File: config.mk
export PLATFORM = sky130hd
export DESIGN_NAME = ddc_gpio_port
export DESIGN_NICKNAME = d
export VERILOG_FILES = /design/src/rtl/ddc_gpio_pkg.sv /design/src/rtl/ddc_sync.sv /design/src/rtl/ddc_update_gate.sv /design/src/rtl/ddc_od_driver.sv /design/src/rtl/ddc_gpio_port.sv
export SDC_FILE = /design/constraint.sdc
export NUM_CORES = 1
export LEC_CHECK = 0
export ABC_AREA = 1
export BUFFER_PORTS_ARGS = -buffer_cell sky130_fd_sc_hd__buf_2
export CORE_MARGIN = 4
export CORE_UTILIZATION = 51
export CTS_BUF_LIST = sky130_fd_sc_hd__clkbuf_16
export DETAILED_ROUTE_END_ITERATION = 8
export GPL_ROUTABILITY_DRIVEN = 1
export PLACE_DENSITY = 0.92
export SLEW_MARGIN = 20
export SYNTH_ARGS = -nofsm -noshare
export SYNTH_HDL_FRONTEND = slang
export SYNTH_SLANG_ARGS = --single-unit
File: constraint.sdc
create_clock -name clk -period 2.15 [get_ports clk]
set_input_delay 0.215 -clock clk [delete_from_list [all_inputs] [get_ports clk]]
set_output_delay 0.215 -clock clk [all_outputs]
set_load 0.05 [all_outputs]
File: src/rtl/ddc_gpio_pkg.sv
package ddc_gpio_pkg;

  // Byte lanes touched by a write; lanes past 3 fall off the 4-bit shift.
  function automatic logic [3:0] byte_lanes(input logic [1:0] off, input logic [1:0] sz);
    logic [3:0] span;
    case (sz)
      2'd0:    span = 4'b0001;
      2'd1:    span = 4'b0011;
      default: span = 4'b1111;
    endcase
    return span << off;
  endfunction

  // Merge right-aligned write bytes into the old word on the selected lanes.
  function automatic logic [31:0] merge_lanes(input logic [31:0] old, input logic [31:0] data,
                                              input logic [1:0] off, input logic [3:0] lanes);
    logic [31:0] shifted;
    logic [31:0] res;
    shifted = data << {off, 3'b000};
    for (int i = 0; i < 4; i++) begin
      res[i*8 +: 8] = lanes[i] ? shifted[i*8 +: 8] : old[i*8 +: 8];
    end
    return res;
  endfunction

  // Clear the four-bit readback field and place the sensed levels in it.
  function automatic logic [31:0] stamp_sense(input logic [31:0] v, input int base,
                                              input logic scl, input logic sda);
    logic [31:0] r;
    r = v;
    r[base + 8 +: 4] = 4'b0000;
    r[base + 9] = scl;
    r[base + 8] = sda;
    return r;
  endfunction

endpackage

File: src/rtl/ddc_sync.sv
module ddc_sync #(
  parameter int WIDTH  = 2,
  parameter int STAGES = 2
) (
  input  logic             clk,
  input  logic             rst_n,
  input  logic [WIDTH-1:0] async_in,
  output logic [WIDTH-1:0] sync_out
);
  logic [WIDTH-1:0] stage [STAGES];

  // Idle bus level is high, so the chain resets to ones.
  generate
    for (genvar s = 0; s < STAGES; s++) begin : g_stage
      if (s == 0) begin : g_first
        always_ff @(posedge clk) begin
          if (!rst_n) stage[0] <= '1;
          else        stage[0] <= async_in;
        end
      end else begin : g_next
        always_ff @(posedge clk) begin
          if (!rst_n) stage[s] <= '1;
          else        stage[s] <= stage[s-1];
        end
      end
    end
  endgenerate

  assign sync_out = stage[STAGES-1];
endmodule

File: src/rtl/ddc_update_gate.sv
module ddc_update_gate #(
  parameter bit GUARDED = 1'b0
) (
  input  logic wr_en,
  input  logic lane2_hit,
  input  logic at_lane0,
  input  logic mask_set,
  input  logic any_en,
  output logic bus_upd
);
  logic guard_ok;

  // Guarded variant: mask set, and either the enables' lane is written
  // or a lane-0 write lands while a line is enabled.
  assign guard_ok = mask_set & (lane2_hit | (at_lane0 & any_en));
  assign bus_upd  = wr_en & (GUARDED ? guard_ok : 1'b1);
endmodule

File: src/rtl/ddc_od_driver.sv
module ddc_od_driver (
  input  logic clk,
  input  logic rst_n,
  input  logic load,
  input  logic scl_en,
  input  logic scl_val,
  input  logic sda_en,
  input  logic sda_val,
  output logic scl_pull,
  output logic sda_pull
);
  // Open-drain: only a low level is ever requested.
  always_ff @(posedge clk) begin
    if (!rst_n) begin
      scl_pull <= 1'b0;
      sda_pull <= 1'b0;
    end else if (load) begin
      scl_pull <= scl_en & ~scl_val;
      sda_pull <= sda_en & ~sda_val;
    end
  end
endmodule

File: src/rtl/ddc_gpio_port.sv
module ddc_gpio_port
  import ddc_gpio_pkg::*;
#(
  parameter int BASE        = 0,
  parameter bit GUARDED     = 1'b0,
  parameter int MASK_POS    = 25,
  parameter int SYNC_STAGES = 2
) (
  input  logic        clk,
  input  logic        rst_n,
  input  logic        wr_en,
  input  logic [1:0]  wr_offset,
  input  logic [1:0]  wr_size,
  input  logic [31:0] wr_data,
  output logic [31:0] rd_data,
  input  logic        scl_in,
  input  logic        sda_in,
  output logic        scl_pull,
  output logic        sda_pull
);
  localparam int SDA_VAL_BIT = BASE;
  localparam int SCL_VAL_BIT = BASE + 1;
  localparam int SDA_EN_BIT  = BASE + 16;
  localparam int SCL_EN_BIT  = BASE + 17;

  logic [31:0] reg_q, reg_d, merged;
  logic [3:0]  lanes;
  logic [1:0]  sensed;          // [1] clock, [0] data
  logic        bus_upd;
  logic        mask_set, any_en;
  logic        scl_en_m, scl_val_m, sda_en_m, sda_val_m;

  assign lanes     = byte_lanes(wr_offset, wr_size);
  assign merged    = merge_lanes(reg_q, wr_data, wr_offset, lanes);
  assign mask_set  = merged[MASK_POS];
  assign scl_en_m  = merged[SCL_EN_BIT];
  assign scl_val_m = merged[SCL_VAL_BIT];
  assign sda_en_m  = merged[SDA_EN_BIT];
  assign sda_val_m = merged[SDA_VAL_BIT];
  assign any_en    = scl_en_m | sda_en_m;

  ddc_sync #(.WIDTH(2), .STAGES(SYNC_STAGES)) u_sync (
    .clk      (clk),
    .rst_n    (rst_n),
    .async_in ({scl_in, sda_in}),
    .sync_out (sensed)
  );

  ddc_update_gate #(.GUARDED(GUARDED)) u_gate (
    .wr_en     (wr_en),
    .lane2_hit (lanes[2]),
    .at_lane0  (wr_offset == 2'd0),
    .mask_set  (mask_set),
    .any_en    (any_en),
    .bus_upd   (bus_upd)
  );

  ddc_od_driver u_drv (
    .clk      (clk),
    .rst_n    (rst_n),
    .load     (bus_upd),
    .scl_en   (scl_en_m),
    .scl_val  (scl_val_m),
    .sda_en   (sda_en_m),
    .sda_val  (sda_val_m),
    .scl_pull (scl_pull),
    .sda_pull (sda_pull)
  );

  always_comb begin
    reg_d = reg_q;
    if (wr_en) reg_d = bus_upd ? stamp_sense(merged, BASE, sensed[1], sensed[0]) : merged;
  end

  always_ff @(posedge clk) begin
    if (!rst_n) reg_q <= '0;
    else        reg_q <= reg_d;
  end

  assign rd_data = reg_q;
endmodule

==> results.cfg <==
[hold_path]
hp-class = input port to flip-flop

[die]
die_h_um = 67.6
initial_core_util_pct = 53.4
ios = 75
core_area_um2 = 3390
die_area_um2 = 4560
die_x_um = 67.6
fp-row-count = 21

[placed_design]
hpwl_mm = 3.85
place.gp.congestion = 0.942
portBuffers = 72
place_ws_ns = 0.570

[layout]
utilization_pct = 67.6
antenna_cells = 0
drive_above_1_share_pct = 30.3
nets = 367
area_delta_synth_final_pct = 26.6

[setup_path]
cpPeakStageDelay_ns = 0.41
reg2regPathDepth = 4
cp-start-kind = input port
cp_num_cells = 8
r2r_slack_ns = 1.25
cp_data_arrival_time_ns = 1.51
crit_chain = buf_2 > inv_4 > nand2_2 > nand2_2 > nor2_4 > inv_2 > a21oi_1 > nor2_1
timing.rr.start = rd_data[17]
r2r-end = rd_data[17]
critPathKind = input port to flip-flop
startpoint = wr_offset[0]
crit_top_cell = nand2_2
path_delay_family = buffers and inverters
endpoint = rd_data[30]
crit_required_ns = 2.32
crit_buf_inv = 3
worstPathMaxFanout = 28
slowest_stage = buf_2
cp-end-kind = flip-flop

[logic_synthesis]
ys_top_cells_by_count = nand2_1 (50), o21ai_0 (37), dfxtp_1 (36), a21oi_1 (28), inv_1 (24)
ys_warn_count = 0
yosysMostFrequentCell = nand2_1
synth_largest_area_cell = dfxtp_1
ys_ff_latch = 36
synth.distinct_cells = 25
yosys-top-cells-area = dfxtp_1 (40%), nand2_1 (10%), o21ai_0 (10%)
synth_cells = 259
synth_edf_count = 0
netlist.area_leader.share_pct = 39.8
syn_area_um2 = 1810
synth_area_per_cell_um2 = 6.99
synth_seq_area_share_pct = 39.8
yosys_most_used_dff = dfxtp_1
async_flop_share_pct = 0

[cts]
post_cts_buffers = 0
clock_latency_ns = 0.28
cts_buffers = 5
clk_pin_slew_ns = 0.05
cts_hold_buf = 0
cts_max_level = 2
clock-sinks = 36
clk_path_buf_depth = 2
cts.repair.resized = 0
cts_tree = done
root_buffer = clkbuf_16

[detailed_routing]
routed_wl_mm = 5.11
drtIter0Drc = 183
drtPass1Iterations = 5
viasPerCell = 5.32
wl_per_cell_um = 13.7
drc_errors = 0
postRouteAntennaNets = 0
dr_total_vias = 1983

[timing]
holdWs_ns = 0.132
tns_ns = 0
setup_viol = 0
min_period_ns = 1.35
finalCritPeriodShare_pct = 62.8
hold_viol_final = 0
fmax_ghz = 0.741
slew_violations = 0
setup_ws_ns = 0.800
skew_ns = 0.00164
rsz0062_at_grt = false

[pwr]
finalPower_mw = 1.84
leakagePower_nw = 1.14
internal-power_mw = 1.25
ir_worst_vdd_mv = 0.525
switching_share_pct = 32.5
pwr-share-clk_pct = 37.3
p_sw_mw = 0.598
seq_power_share_pct = 39.6
p_comb_share_pct = 23.1
power.density_nw_per_um2 = 805

[global_routing]
grt_pass1_wl_mm = 7.78
grt_max_degree = 29
gr-total-overflow = 0
grt_usage_pct = 23.2
first_global_vias = 1757
antenna_found_initial = 0

[job]
maxCapViolCount = 0

[run_status]
outcome = finished, final reports clean
==> logic make-up after synthesis <==
kind of cell           Yosys count  share of synthesized area [%]
other                            1                          0.207
and+or+nand+nor                100                           25.4
AOI/OAI and AO/OA               79                           23.7
DFF                             36                           39.8
buffers and inverters           43                           10.9
==> final cells by class <==
type	count	area (um^2)
Inverter	30	115
Clock inverter	3	15.0
Multi-Input combinational cell	181	896
Timing Repair Buffer	72	360
Sequential cell	36	721
Tap cell	46	57.6
Clock buffer	5	125
Fill cell	297	1100
==> routing by layer <==
metal | wire, um | global-route usage (%) | up-vias
li1 | - | - | 982
met1 | 2080 | 28.3 | 863
met2 | 2330 | 36.0 | 112
met3 | 451 | 5.99 | 26
met4 | 244 | 14.7 | 0
met5 | 0 | 0 | -
==> metrics by stage <==
stage	cell area [um^2]	instances
floorplan	1810	260
finish	2290	373
global placement	2150	365
CTS	2290	373
detailed placement	2150	365
global route	2290	373
==> state kept, by name, indices dropped and copies added, names as in the netlist <==
register / count
rd_data: 30
u_drv.scl_pull: 1
u_sync.stage: 4
u_drv.sda_pull: 1
==> power groups by stage <==
stage	Clock [mW]	Combinational, mW	Sequential, mW
3_3_place_gp	0	0.411	0.743
5_1_grt	0.725	0.458	0.735
6_report	0.687	0.425	0.731
2_1_floorplan	0	0.174	0.879
4_1_cts	0.696	0.421	0.731
3_5_place_dp	0	0.419	0.744
==> cells in the final DEF (no fill, tap or decap) <==
| cell type | n |
|---|---|
| buf_2 | 72 |
| nor2_1 | 21 |
| a21oi_4 | 1 |
| inv_2 | 5 |
| nand4_1 | 2 |
| clkinv_1 | 1 |
| or2_2 | 4 |
| nand3_2 | 2 |
| o21ai_1 | 1 |
| nand2_1 | 50 |
| o211ai_1 | 2 |
| clkbuf_16 | 5 |
| inv_4 | 1 |
| nand3_1 | 13 |
| o21ai_0 | 37 |
| a22oi_1 | 4 |
| nand2_2 | 4 |
| nor2_4 | 3 |
| o22ai_1 | 6 |
| nand2_4 | 1 |
| conb_1 | 2 |
| inv_1 | 25 |
| clkinvlp_4 | 1 |
| dfxtp_1 | 36 |
| a21oi_1 | 28 |
==> worst min-delay path by stage <==
stage / from / to / slack [ns] / cells after the start
2_1_floorplan: sda_in / u_sync.stage[0][0] / 0.32 / 1
3_5_place_dp: u_sync.stage[0][1] / u_sync.stage[1][1] / 0.40 / 1
5_1_grt: scl_in / u_sync.stage[0][1] / 0.14 / 2
3_3_place_gp: u_sync.stage[0][1] / u_sync.stage[1][1] / 0.40 / 1
6_report: scl_in / u_sync.stage[0][1] / 0.13 / 2
4_1_cts: scl_in / u_sync.stage[0][1] / 0.13 / 2
==> worst reg2reg max path: cells and delay by family (launching register included) <==
kind,cells,cell delay (ns)
compound gates,2,0.33
flops,1,0.36
buf+inv,1,0.06
simple gates,1,0.08
No activity file was read; power rests on OpenSTA's default activity.
